[src/rtl/fos_pkg.sv]
package fos_pkg;
    localparam int NBITS      = 4;
    localparam int IDX_IDBG   = 0;
    localparam int IDX_DACC   = 1;
    localparam int IDX_IACC   = 2;
    localparam int IDX_DDBG   = 3;
    // Bits cleared by a successful register-stack reference.
    localparam logic [NBITS-1:0] STK_CLR_SET   = (1 << IDX_DACC) | (1 << IDX_DDBG);
    // Bits cleared on entry to the variable-length mode.
    localparam logic [NBITS-1:0] ENTRY_CLR_SET = (1 << IDX_DACC) | (1 << IDX_IACC) | (1 << IDX_DDBG);

    typedef enum logic {
        ST_SETTLED    = 1'b0,
        ST_ENTRY_PEND = 1'b1
    } entry_state_e;
endpackage

[src/rtl/fos_entry_fsm.sv]
module fos_entry_fsm
    import fos_pkg::*;
(
    input  logic clk,
    input  logic rst_n,
    input  logic arm,
    input  logic var_mode,
    output logic entry_clr
);
    entry_state_e state_q, state_d;

    always_comb begin
        state_d = state_q;
        unique case (state_q)
            ST_SETTLED:    if (arm) state_d = ST_ENTRY_PEND;   // T_ARM
            ST_ENTRY_PEND: if (arm) state_d = ST_ENTRY_PEND;   // T_REARM
                           else     state_d = ST_SETTLED;      // T_FLUSH / T_BUNDLED
            default:       state_d = ST_SETTLED;
        endcase
    end

    always_ff @(posedge clk) begin
        if (!rst_n) state_q <= ST_SETTLED;
        else        state_q <= state_d;
    end

    always_comb begin
        entry_clr = 1'b0;
        unique case (state_q)
            ST_SETTLED:    entry_clr = 1'b0;
            ST_ENTRY_PEND: entry_clr = var_mode;
            default:       entry_clr = 1'b0;
        endcase
    end

    // a strobe always opens exactly one sampling cycle
    p_arm_pends_r7: assert property (@(posedge clk) disable iff (!rst_n)
        arm |=> state_q == ST_ENTRY_PEND);
    p_pend_drops_r8: assert property (@(posedge clk) disable iff (!rst_n)
        (state_q == ST_ENTRY_PEND && !arm) |=> state_q == ST_SETTLED);
endmodule

[src/rtl/fos_bit_bank.sv]
module fos_bit_bank
    import fos_pkg::*;
#(
    parameter int W = NBITS
) (
    input  logic         clk,
    input  logic         rst_n,
    input  logic         load,
    input  logic [W-1:0] load_val,
    input  logic         insn_ok,
    input  logic         stk_ok,
    input  logic         entry_clr,
    output logic [W-1:0] bits
);
    for (genvar g = 0; g < W; g++) begin : g_bit
        logic clr;
        assign clr = insn_ok | (stk_ok & STK_CLR_SET[g]) | (entry_clr & ENTRY_CLR_SET[g]);
        always_ff @(posedge clk) begin
            if (!rst_n)    bits[g] <= 1'b0;
            else if (load) bits[g] <= load_val[g];
            else if (clr)  bits[g] <= 1'b0;
        end
    end

    p_load_copies_r2: assert property (@(posedge clk) disable iff (!rst_n)
        load |=> bits == $past(load_val));
    p_insn_clears_r3: assert property (@(posedge clk) disable iff (!rst_n)
        (insn_ok && !load) |=> bits == '0);
    p_stk_clears_r4: assert property (@(posedge clk) disable iff (!rst_n)
        (stk_ok && !load) |=> (bits & STK_CLR_SET) == '0);
    p_quiet_holds_r5: assert property (@(posedge clk) disable iff (!rst_n)
        (!load && !insn_ok && !stk_ok && !entry_clr) |=> $stable(bits));
    p_entry_clears_r7: assert property (@(posedge clk) disable iff (!rst_n)
        (entry_clr && !load) |=> (bits & ENTRY_CLR_SET) == '0);
    p_entry_keeps_idbg_r7: assert property (@(posedge clk) disable iff (!rst_n)
        (entry_clr && !load && !insn_ok) |=> bits[IDX_IDBG] == $past(bits[IDX_IDBG]));
endmodule

[src/rtl/fos_mask_map.sv]
module fos_mask_map
    import fos_pkg::*;
(
    input  logic [NBITS-1:0] bits,
    output logic             m_insn_dbg,
    output logic             m_insn_acc,
    output logic             m_dirty,
    output logic             m_data_acc,
    output logic             m_data_dbg
);
    always_comb begin
        m_insn_dbg = bits[IDX_IDBG];
        m_insn_acc = bits[IDX_IACC];
        m_dirty    = bits[IDX_DACC];
        m_data_acc = bits[IDX_DACC];
        m_data_dbg = bits[IDX_DDBG];
    end
endmodule

[src/rtl/fault_oneshot_ctrl.sv]
module fault_oneshot_ctrl
    import fos_pkg::*;
(
    input  logic             clk,
    input  logic             rst_n,
    input  logic             ret_load,
    input  logic [NBITS-1:0] ret_bits,
    input  logic             insn_done,
    input  logic             insn_fault,
    input  logic             stk_done,
    input  logic             stk_fault,
    input  logic             mode_br,
    input  logic             var_mode,
    output logic [NBITS-1:0] live_bits,
    output logic             mask_insn_dbg,
    output logic             mask_insn_acc,
    output logic             mask_dirty,
    output logic             mask_data_acc,
    output logic             mask_data_dbg
);
    logic insn_ok, stk_ok, entry_clr;

    assign insn_ok = insn_done & ~insn_fault;
    assign stk_ok  = stk_done & ~stk_fault;

    fos_entry_fsm u_fsm (
        .clk       (clk),
        .rst_n     (rst_n),
        .arm       (ret_load | mode_br),
        .var_mode  (var_mode),
        .entry_clr (entry_clr)
    );

    fos_bit_bank #(.W(NBITS)) u_bank (
        .clk       (clk),
        .rst_n     (rst_n),
        .load      (ret_load),
        .load_val  (ret_bits),
        .insn_ok   (insn_ok),
        .stk_ok    (stk_ok),
        .entry_clr (entry_clr),
        .bits      (live_bits)
    );

    fos_mask_map u_mask (
        .bits       (live_bits),
        .m_insn_dbg (mask_insn_dbg),
        .m_insn_acc (mask_insn_acc),
        .m_dirty    (mask_dirty),
        .m_data_acc (mask_data_acc),
        .m_data_dbg (mask_data_dbg)
    );

    // faulted completions with no other event leave the bits alone
    p_fault_holds_r5: assert property (@(posedge clk) disable iff (!rst_n)
        (!ret_load && !entry_clr && !insn_ok && !stk_ok && (insn_fault || stk_fault))
        |=> $stable(live_bits));
    // load wins over a same-cycle completion
    p_load_wins_r6: assert property (@(posedge clk) disable iff (!rst_n)
        (ret_load && (insn_ok || stk_ok)) |=> live_bits == $past(ret_bits));
endmodule

[config.mk]
export PLATFORM = sky130hd
export DESIGN_NAME = fault_oneshot_ctrl
export DESIGN_NICKNAME = d
export VERILOG_FILES = /design/src/rtl/fos_pkg.sv /design/src/rtl/fos_entry_fsm.sv /design/src/rtl/fos_bit_bank.sv /design/src/rtl/fos_mask_map.sv /design/src/rtl/fault_oneshot_ctrl.sv
export SDC_FILE = /design/constraint.sdc
export NUM_CORES = 1
export LEC_CHECK = 0
export ABC_AREA = 1
export BUFFER_PORTS_ARGS = -buffer_cell sky130_fd_sc_hd__buf_4
export CORE_AREA = 2 2 39 41
export CTS_CLUSTER_SIZE = 10
export DETAILED_ROUTE_END_ITERATION = 10
export DIE_AREA = 0 0 41 43
export PLACE_DENSITY = 0.47
export SYNTH_ARGS = -nofsm -noshare
export SYNTH_HDL_FRONTEND = slang
export SYNTH_SLANG_ARGS = --single-unit
[constraint.sdc]
create_clock -name clk -period 1.1 [get_ports clk]
set_clock_uncertainty 0.15 [all_clocks]
set_input_delay 0 -clock clk [delete_from_list [all_inputs] [get_ports clk]]
set_output_delay 0 -clock clk [all_outputs]
set_load 0.03 [all_outputs]
==> results of run 1 <==
==> worst max-delay path, cell delays in order <==
cell and delay, ns:
dlygate4sd3_1 0.54, buf_4 0.14, a21oi_4 0.17, nand4_1 0.10
a21oi_1 0.13
==> where the power goes <==
part / internal [mW] / leakage, nW / total [mW] / switching (mW)
Sequential: 0.192 / 0.0413 / 0.198 / 0.00676
Clock: 0.138 / 0.0150 / 0.221 / 0.0837
Combinational: 0.0835 / 0.198 / 0.153 / 0.0693
==> metal layers <==
layer / share of wire (%) / vias to the layer above / global-route usage (%)
met4: 0 / 0 / 4.00
li1: - / 155 / -
met3: 13 / 0 / 7.85
met2: 50 / 20 / 14.4
met1: 37 / 136 / 7.42
met5: 0 / - / 0
==> per-stage QoR <==
stage	util (%)	instance area, µm²	hold slack (ns)	total power, mW
2_1_floorplan	-	229	-0.0342	0.265
3_3_place_gp	26.7	369	0.0624	0.317
3_5_place_dp	26.7	369	0.0619	0.317
4_1_cts	37.3	515	0.329	0.577
5_1_grt	37.8	523	0.354	0.597
6_report	37.8	523	0.330	0.573
==> kinds of logic (layout without fill, tap and decap cells) <==
| group | Yosys count | after routing | synth area share (%) |
|---|---|---|---|
| DFF | 5 | 5 | 43.7 |
| and+or+nand+nor | 12 | 12 | 22.4 |
| AOI/OAI and AO/OA | 5 | 5 | 12.6 |
| buffers and inverters | 8 | 40 | 21.3 |
==> worst max-delay path by stage <==
stage / from / end / slack [ns] / depth (start not counted)
2_1_floorplan: u_bank.bits[1]$_SDFFE_PN0P_ / u_bank.bits[1]$_SDFFE_PN0P_ / 0.12 / 2
3_3_place_gp: u_bank.bits[1]$_SDFFE_PN0P_ / u_bank.bits[1]$_SDFFE_PN0P_ / 0.29 / 2
3_5_place_dp: u_fsm.state_q$_SDFF_PN0_ / u_bank.bits[3]$_SDFFE_PN0P_ / 0.28 / 3
4_1_cts: ret_load / u_bank.bits[3]$_SDFFE_PN0P_ / 0.02 / 5
5_1_grt: ret_load / u_bank.bits[3]$_SDFFE_PN0P_ / 0.02 / 5
6_report: insn_done / u_bank.bits[3]$_SDFFE_PN0P_ / 0.05 / 5
==> final cells by class <==
class | count | area [µm²] | area share [%]
clock buffers | 4 | 26.3 | 5.02
repair buffers | 33 | 278 | 53.1
inverters | 3 | 11.3 | 2.15
flip-flops and latches | 5 | 100 | 19.1
multi-input cells | 17 | 87.6 | 16.7
well taps | 16 | 20.0 | 3.83
==> flip-flops by register name, summed over array words and instances, names as in the netlist <==
register,count
u_fsm.state_q,1
u_bank.bits,4
==> cells in the final DEF (no fill, tap or decap), drive strengths merged <==
| cell type | count |
|---|---|
| inv | 3 |
| nor2 | 2 |
| nand2 | 7 |
| a21oi | 5 |
| dlygate4sd3 | 12 |
| buf | 21 |
| clkbuf | 4 |
| nand3 | 1 |
| nand4 | 2 |
| dfxtp | 5 |
==> timing repair <==
item / in CTS / in global routing
endpoints found under the setup margin: 0 / 3
hold buffers: 12 / 0
hold endpoints to repair: 5 / 0
resized for setup: 0 / 1
==> key figures, run 1 <==
Status
  – Outcome: finished, final reports clean

Clock tree
  – # clock sinks: 5
  – CTS clk-pin slew, worst paths: 0.05 ns
  – CTS tree: done
  – Post-CTS setup repair buffer count: 0
  – Worst-Skew Late Latency: 0.25 ns
  – CTS H-tree lvls: 1
  – Clock buffer count from CTS: 3
  – Longest Clk Path Bufs: 2
  – Root Buffer: clkbuf_4

Die
  – Initial Util: 16.5%
  – Die Y: 43 µm
  – Die Wd: 41 µm
  – Ports: 22
  – Placeable Area: 1380 µm²
  – Full die area: 1760 µm²
  – Row cnt: 14

Cells and area
  – Layout Cells excl Fill: 78
  – Nets: 76
  – Ant. Diodes: 0
  – Share of cells above drive strength 1: 40.3%
  – Area growth syn-to-layout: 128%
  – Layout fillers: 144

Yosys
  – Ys async rst share: 0%
  – Warnings, synthesis: 0
  – Yosys top cell area share: 43.7%
  – EDFF count, synth: 0
  – Syn nets: 43
  – Top-count cell post-synth: nand2_1
  – Register area share after synthesis: 43.7%
  – Unique cell type count in the Yosys netlist: 9
  – Post-Syn Instances: 30
  – Post-synthesis area per instance: 7.63 µm²
  – Top cells by area, synth: dfxtp_1 44%, buf_4 16%, nand2_1 11%
  – Biggest area consumer among synthesized cells: dfxtp_1
  – Predominant post-synthesis flop cell: dfxtp_1
  – Commonest cells in the synthesized netlist: 7 x nand2_1, 5 x buf_4, 5 x dfxtp_1
  – Netlist Area Pre-Place: 229 µm²
  – Seq cells post-synth: 5

Setup path
  – Worst reg2reg setup slack: 0.28 ns
  – Crit path DAT: 1.08 ns
  – Worst Setup Start Kind: primary input
  – Critical register-to-register path endpoint: u_bank.bits[3]$_SDFFE_PN0P_
  – Crit Path Category: primary input to flop
  – Reg2Reg Depth: 3
  – CP Data Required Time: 1.13 ns
  – CP Capture Type: flop
  – Max Fanout on Critical Path: 4
  – Worst reg2reg path startpoint: u_fsm.state_q$_SDFF_PN0_

STA
  – Worst slew margin: 89.3%
  – Final Cycle Share: 95.8%
  – Setup TNS: 0 ns
  – Final setup vio count: 0
  – Final min period: 1.05 ns
  – Tightest Pin Transition: 0.161 ns
  – Final worst slack: 0.0461 ns
  – Fmax: 949 MHz
  – RSZ-0062 raised after global routing: no
  – Final Max Slew Viols: 0
  – Fin. Hold Viols: 0

Place
  – Placed cells: 62
  – Buffers on Ports: 21
  – Routability Congestion: 0.629
  – Dpl ws: 0.278 ns

Detailed routing
  – Antenna Nets Post-Route: 0
  – Via density: 3.99
  – Pre-Repair DR Iteration Count: 2
  – DRT Wirelength: 730 µm
  – WL/cell: 9.36 µm
  – Vias: 311
  – Initial DRC count: 4
  – DRC Markers: 0

Power
  – LEAKAGE: 0.255 nW
  – Pwr dens: 1090 nW/µm²
  – Peak supply drop: 0.000697 V

Hold path
  – Worst Hold Path EP: u_bank.bits[0]$_SDFFE_PN0P_
  – Worst Hold Depth: 2
  – Min-Delay Path Class: flop to flop
  – HP Start: u_bank.bits[0]$_SDFFE_PN0P_

Flow run
  – # Max-Cap Violations: 0

Global routing
  – Vias in the first global route: 271
  – Antenna violations before repair: 0
  – Total track usage: 9.05%
  – Largest net degree at the start of global routing: 7
  – First-pass GRT wire length: 1.00 mm
  – Grt total ovfl: 0
Power figures use the tool's default switching activity.
==> run 2, diff against run 1 <==
- PLACE_DENSITY: 0.47 -> 0.49
- SYNTH_HIERARCHICAL: unset -> 1
==> key figures, run 2 <==
Status
  – Outcome: finished, final reports clean

Die
  – Ports: 22 (unchanged)
  – Die Wd: 41 µm (unchanged)
  – Row cnt: 14 (unchanged)
  – Placeable Area: 1380 µm² (unchanged)
  – Initial Util: 18.6% (+2.1 points)
  – Die Y: 43 µm (unchanged)
  – Full die area: 1760 µm² (unchanged)

Detailed routing
  – WL/cell: 7.32 µm (-22%)
  – Via density: 3.89 (-2.5%)
  – Initial DRC count: 4 (unchanged)
  – DRT Wirelength: 593 µm (-19%)
  – Antenna Nets Post-Route: 0 (unchanged)
  – Vias: 315 (+1.3%)
  – Pre-Repair DR Iteration Count: 2 (unchanged)
  – DRC Markers: 0 (unchanged)

Clock tree
  – # clock sinks: 5 (unchanged)
  – CTS clk-pin slew, worst paths: 0.04 ns (about the same)
  – CTS tree: done
  – Root Buffer: clkbuf_4
  – Longest Clk Path Bufs: 2 (unchanged)
  – Post-CTS setup repair buffer count: 0 (unchanged)
  – Clock buffer count from CTS: 3 (unchanged)
  – Worst-Skew Late Latency: 0.24 ns (about the same)
  – CTS H-tree lvls: 1 (unchanged)

STA
  – Final Cycle Share: 92.5% (-3.3 points)
  – Worst slew margin: 90.7% (+1.4 points)
  – RSZ-0062 raised after global routing: no
  – Tightest Pin Transition: 0.139 ns (-0.0216 ns)
  – Fin. Hold Viols: 0 (unchanged)
  – Final setup vio count: 0 (unchanged)
  – Fmax: 983 MHz (+3.6%)
  – Setup TNS: 0 ns (unchanged)
  – Final min period: 1.02 ns (-0.0362 ns)
  – Final Max Slew Viols: 0 (unchanged)

Yosys
  – EDFF count, synth: 0 (unchanged)
  – Netlist Area Pre-Place: 258 µm² (+13%)
  – Biggest area consumer among synthesized cells: dfxtp_1
  – Yosys top cell area share: 38.8% (-4.9 points)
  – Warnings, synthesis: 6 (+6)
  – Top cells by area, synth: dfxtp_1 39%, buf_4 15%, inv_1 13%
  – Register area share after synthesis: 38.8% (-4.9 points)
  – Seq cells post-synth: 5 (unchanged)
  – Commonest cells in the synthesized netlist: 9 x inv_1, 8 x nand2_1, 5 x buf_4, 5 x dfxtp_1, 4 x a21oi_1
  – Unique cell type count in the Yosys netlist: 8 (-1)
  – Post-Syn Instances: 37 (+23%)
  – Top-count cell post-synth: inv_1
  – Ys async rst share: 0% (unchanged)
  – Post-synthesis area per instance: 6.97 µm² (-8.7%)
  – Predominant post-synthesis flop cell: dfxtp_1
  – Syn nets: 50 (+16%)

Power
  – Peak supply drop: 0.000479 V (-31%)
  – Pwr dens: 1070 nW/µm² (-1.9%)
  – LEAKAGE: 0.281 nW (+10%)
  – Total power: 0.552 mW (-3.6%)

Cells and area
  – Leading cell type in the layout, fill and taps excluded: buf_4
  – Area growth syn-to-layout: 99.5%
  – Most frequent cells in the layout: 21 x buf_4, 8 x inv_1, 7 x nand2_1, 7 x dlygate4sd3_1, 5 x dfxtp_1
  – Ant. Diodes: 0 (unchanged)
  – Largest regs: u_bank/bits (4), u_fsm/state_q (1)
  – Share of cells above drive strength 1: 44.6% (+4.3 points)
  – Largest register FFs: 4 (unchanged)
  – Biggest register: u_bank/bits
  – Nets: 79 (+3.9%)

Global routing
  – Antenna violations before repair: 0 (unchanged)
  – Largest net degree at the start of global routing: 7 (unchanged)
  – Vias in the first global route: 260 (-4.1%)
  – Grt total ovfl: 0 (unchanged)
  – First-pass GRT wire length: 945 µm (-5.5%)
  – Total track usage: 8.32% (-0.72 points)

Setup path
  – CP Capture Type: flop
  – Crit Path Category: primary input to flop
  – Max Fanout on Critical Path: 6 (+2)
  – Worst Setup Start Kind: primary input
  – CP Data Required Time: 1.12 ns (about the same)
  – Crit path DAT: 1.04 ns (-0.04 ns)

Flow run
  – # Max-Cap Violations: 0 (unchanged)

Place
  – Routability Congestion: 0.666 (+5.8%)
  – Buffers on Ports: 21 (unchanged)
  – HPWL after detailed placement: 479 µm

Hold path
  – Min-Delay Path Class: primary input to flop
## run 2: path summary, 6_finish.rpt
path / slack [ns] / endpoint / startpoint / cells after the start
worst max-delay path: 0.08 / u_bank/bits[3]$_SDFFE_PN0P_ / ret_load / 5
worst min-delay path: 0.01 / u_bank/bits[1]$_SDFFE_PN0P_ / stk_done / 6
worst min register to register: 0.33 / u_bank/bits[0]$_SDFFE_PN0P_ / u_bank/bits[0]$_SDFFE_PN0P_ / 2
worst max register to register: 0.21 / u_bank/bits[3]$_SDFFE_PN0P_ / u_fsm/state_q$_SDFF_PN0_ / 5
## run 2: per-layer routing
metal  track usage [%]  vias to the layer above  wire length, µm
met5                 0                        -                0
met4              4.00                        0                0
met3              6.28                        0               66
met2              11.9                       13              313
met1              8.65                      137              212
li1                  -                      165                -
## run 2: what timing repair did
item	in CTS	in global routing
gates resized for setup	0	4
hold buffers	8	0
hold endpoints to repair	5	0
endpoints found under the setup margin	0	1
## run 2: worst max-delay path: stages
cell and delay, ns:
dlygate4sd3_1 0.53, buf_4 0.16, nor2_4 0.10, nand4_1 0.09
a21oi_1 0.14
## run 2: final cells by class
| cell class | count | area, µm² |
|---|---|---|
| Clock buffer | 4 | 26.3 |
| Tap cell | 16 | 20.0 |
| Timing Repair Buffer | 29 | 240 |
| Fill cell | 154 | 870 |
| Multi-Input combinational cell | 18 | 93.8 |
| Sequential cell | 5 | 100 |
| Inverter | 9 | 33.8 |
## run 2: logic make-up (layout without fill, tap and decap cells)
family,count (synthesis),after routing,synth area share (%)
AO/OA/AOI/OAI,4,4,7.77
buffers and inverters,14,42,27.7
AND/OR/NAND/NOR,14,14,25.7
flip-flops,5,5,38.8
## run 2: power by group
group	switching [mW]	internal (mW)	total, mW
Combinational	0.0695	0.0774	0.147
Clock	0.0696	0.137	0.206
Sequential	0.00691	0.192	0.199
## run 2: per-stage QoR
stage	std cells	area (µm²)	hold slack [ns]	utilization (%)	worst slack [ns]
floorplan	37	258	-0.0524	-	0.122
global placement	69	398	0.0471	28.8	0.232
detailed placement	69	398	0.0530	28.8	0.215
CTS	81	504	0.00957	36.4	0.0443
global route	81	514	0.0397	37.2	0.0143
finish	81	514	0.0129	37.2	0.0823
==> run 3, diff against run 2 <==
- ABC_AREA: 1 -> unset
- PLACE_DENSITY: 0.49 -> 0.48
==> key figures, run 3 <==
Die
  – Die Wd: 41 µm (unchanged)
  – Placeable Area: 1380 µm² (unchanged)
  – Initial Util: 17.6% (-0.99 points)
  – Die Y: 43 µm (unchanged)
  – Ports: 22 (unchanged)
  – Full die area: 1760 µm² (unchanged)
  – Row cnt: 14 (unchanged)

Clock tree
  – Worst-Skew Late Latency: 0.24 ns (about the same)
  – Hold Buf Count CTS: 6 (-2)
  – CTS tree: done
  – # clock sinks: 5 (unchanged)
  – CTS H-tree lvls: 1 (unchanged)
  – CTS clk-pin slew, worst paths: 0.05 ns (about the same)
  – Root Buffer: clkbuf_4
  – Clock buffer count from CTS: 3 (unchanged)
  – Post-CTS setup repair buffer count: 0 (unchanged)
  – Longest Clk Path Bufs: 2 (unchanged)

Setup path
  – CP Capture Type: flop
  – Crit path DAT: 1.26 ns (+0.22 ns)
  – CP Data Required Time: 1.12 ns (about the same)
  – Worst reg2reg path startpoint: u_fsm/state_q$_SDFF_PN0_
  – Max Fanout on Critical Path: 2 (-4)
  – Reg2Reg Depth: 3 (-2)
  – Crit Path Category: flop to flop
  – CP bufs+invs: 0 (-2)
  – Worst reg2reg setup slack: -0.13 ns (-0.34 ns)
  – Worst Setup Start Kind: flop
  – Critical register-to-register path endpoint: u_bank/bits[2]$_SDFFE_PN0P_
  – Worst path slowest cell: or4b_1
  – Slowest stage delay, CP: 0.46 ns (-0.07 ns)
  – Crit-path cells: and2_4 > or4b_1 > a21boi_1
  – CP top delay family: simple AND/OR/NAND/NOR gates

Global routing
  – Vias in the first global route: 273 (+5.0%)
  – Largest net degree at the start of global routing: 8 (+1)
  – Antenna violations before repair: 0 (unchanged)
  – First-pass GRT wire length: 1.01 mm (+7.3%)
  – Grt total ovfl: 0 (unchanged)
  – Total track usage: 9.35% (+1.0 points)

Power
  – P_sw: 0.146 mW (-0.32%)
  – Pwr dens: 1100 nW/µm² (+2.2%)
  – Seq pwr share: 35.1% (-0.9 points)
  – Peak supply drop: 0.000656 V (+37%)
  – Clk pwr share: 38.2% (+0.8 points)
  – Total power: 0.559 mW (+1.2%)
  – Combinational fraction of design power: 26.7% (about the same)
  – LEAKAGE: 0.241 nW (-14%)
  – Switching Share: 26.0% (-0.40 points)
  – Internal power: 0.413 mW (+1.7%)

STA
  – Worst slew margin: 81.9% (-8.8 points)
  – RSZ-0062 raised after global routing: yes
  – Final Cycle Share: 112% (+20 points)
  – Fin Hold WS: -0.109 ns (-0.122 ns)
  – Fmax: 810 MHz (-18%)
  – Final worst slack: -0.134 ns (-0.216 ns)
  – Setup TNS: -0.285 ns (-0.285 ns)
  – Tightest Pin Transition: 0.271 ns (+0.132 ns)
  – Final min period: 1.23 ns (+0.216 ns)
  – Final setup vio count: 3 (+3)
  – Final Max Slew Viols: 0 (unchanged)
  – Fin. Hold Viols: 3 (+3)

Cells and area
  – Most frequent cells in the layout: 24 x buf_4, 6 x dlygate4sd3_1, 3 x clkbuf_4, 3 x dfxtp_1
  – Layout fillers: 138 (-10%)
  – Largest register FFs: 4 (unchanged)
  – Area growth syn-to-layout: 109%
  – Layout Cells excl Fill: 70 (-14%)
  – Ant. Diodes: 0 (unchanged)
  – Utilization after layout: 36.8% (-0.36 points)
  – Final instance area: 509 µm² (-0.97%)
  – Biggest register: u_bank/bits
  – Share of cells above drive strength 1: 61.1% (+16 points)
  – Largest regs: u_bank/bits (4), u_fsm/state_q (1)
  – Nets: 68 (-14%)
  – Leading cell type in the layout, fill and taps excluded: buf_4

Detailed routing
  – Via density: 4.00 (+2.9%)
  – Antenna Nets Post-Route: 0 (unchanged)
  – WL/cell: 9.14 µm (+25%)
  – Initial DRC count: 0 (-4)
  – Pre-Repair DR Iteration Count: 1 (-1)
  – Vias: 280 (-11%)
  – DRC Markers: 0 (unchanged)
  – DRT Wirelength: 640 µm (+7.9%)

Yosys
  – Post-Syn Instances: 25 (-32%)
  – Post-synthesis area per instance: 9.76 µm² (+40%)
  – Warnings, synthesis: 6 (unchanged)
  – Register area share after synthesis: 41.0% (+2.2 points)
  – Netlist Area Pre-Place: 244 µm² (-5.3%)
  – Top cells by area, synth: dfxtp_1 41%, buf_4 15%, a32o_1 8.2%
  – EDFF count, synth: 0 (unchanged)
  – Seq cells post-synth: 5 (unchanged)
  – Commonest cells in the synthesized netlist: 5 x buf_4, 5 x dfxtp_1
  – Unique cell type count in the Yosys netlist: 12 (+4)
  – Ys async rst share: 0% (unchanged)
  – Syn nets: 38 (-24%)
  – Predominant post-synthesis flop cell: dfxtp_1
  – Biggest area consumer among synthesized cells: dfxtp_1
  – Yosys top cell area share: 41.0% (+2.2 points)

Hold path
  – HP Start: ret_load
  – Worst Hold Depth: 3 (-3)
  – Worst Hold Path EP: u_bank/bits[2]$_SDFFE_PN0P_
  – Min-Delay Path Class: primary input to flop

Status
  – Violated checks: hold timing, setup timing
  – Outcome: finished with violations

Place
  – Routability Congestion: 0.614 (-7.7%)
  – Dpl ws: -0.124 ns (-0.340 ns)
  – Buffers on Ports: 21 (unchanged)
  – Placed cells: 60 (-13%)
  – DP Area: 412 µm² (+3.5%)

Flow run
  – # Max-Cap Violations: 0 (unchanged)
run 3: area by class of cell:
type	count	area [µm²]	area share, %
Timing Repair Buffer	30	240	47.2
Tap cell	16	20.0	3.93
Multi-Input combinational cell	15	118	23.1
Clock buffer	4	26.3	5.16
Sequential cell	5	105	20.6
run 3: worst max-delay path by stage:
stage          slack (ns)                     start                           to  cells past startpoint
6_report            -0.13  u_fsm/state_q$_SDFF_PN0_  u_bank/bits[2]$_SDFFE_PN0P_                      3
5_1_grt             -0.18  u_fsm/state_q$_SDFF_PN0_  u_bank/bits[2]$_SDFFE_PN0P_                      3
4_1_cts             -0.13  u_fsm/state_q$_SDFF_PN0_  u_bank/bits[2]$_SDFFE_PN0P_                      3
3_5_place_dp        -0.12  u_fsm/state_q$_SDFF_PN0_  u_bank/bits[2]$_SDFFE_PN0P_                      3
3_3_place_gp        -0.11  u_fsm/state_q$_SDFF_PN0_  u_bank/bits[2]$_SDFFE_PN0P_                      3
2_1_floorplan       -0.10  u_fsm/state_q$_SDFF_PN0_  u_bank/bits[2]$_SDFFE_PN0P_                      3
run 3: cells by family (layout without fill, tap and decap cells):
logic type / Yosys count / count (layout) / share of synthesized area, %
flops: 5 / 5 / 41.0
compound gates: 4 / 4 / 14.4
buf+inv: 5 / 34 / 15.4
simple gates: 11 / 11 / 29.2
run 3: power groups by stage:
stage / combinational [mW] / clock (mW) / sequential (mW)
3_5_place_dp: 0.128 / 0 / 0.199
2_1_floorplan: 0.0524 / 0 / 0.214
6_report: 0.149 / 0.214 / 0.196
4_1_cts: 0.150 / 0.223 / 0.196
5_1_grt: 0.160 / 0.241 / 0.197
3_3_place_gp: 0.128 / 0 / 0.199
run 3: timing repair:
action	CTS	global route
cloned	0	0
setup endpoints to repair	4	3
endpoints found under the hold margin	5	3
gates resized for setup	3	0
pin swaps	4	0
run 3: metal layers:
metal / GRT usage, % / share of wire (%) / vias to the layer above
li1: - / - / 141
met1: 9.35 / 39 / 121
met2: 13.4 / 50 / 18
met3: 9.42 / 11 / 0
met4: 2.00 / 0 / 0
met5: 0 / 0 / -
run 3: worst register-to-register path, stage by stage (launching register included):
cell and delay [ns]:
dfxtp_1 0.29, and2_4 0.15, or4b_1 0.46, a21boi_1 0.12
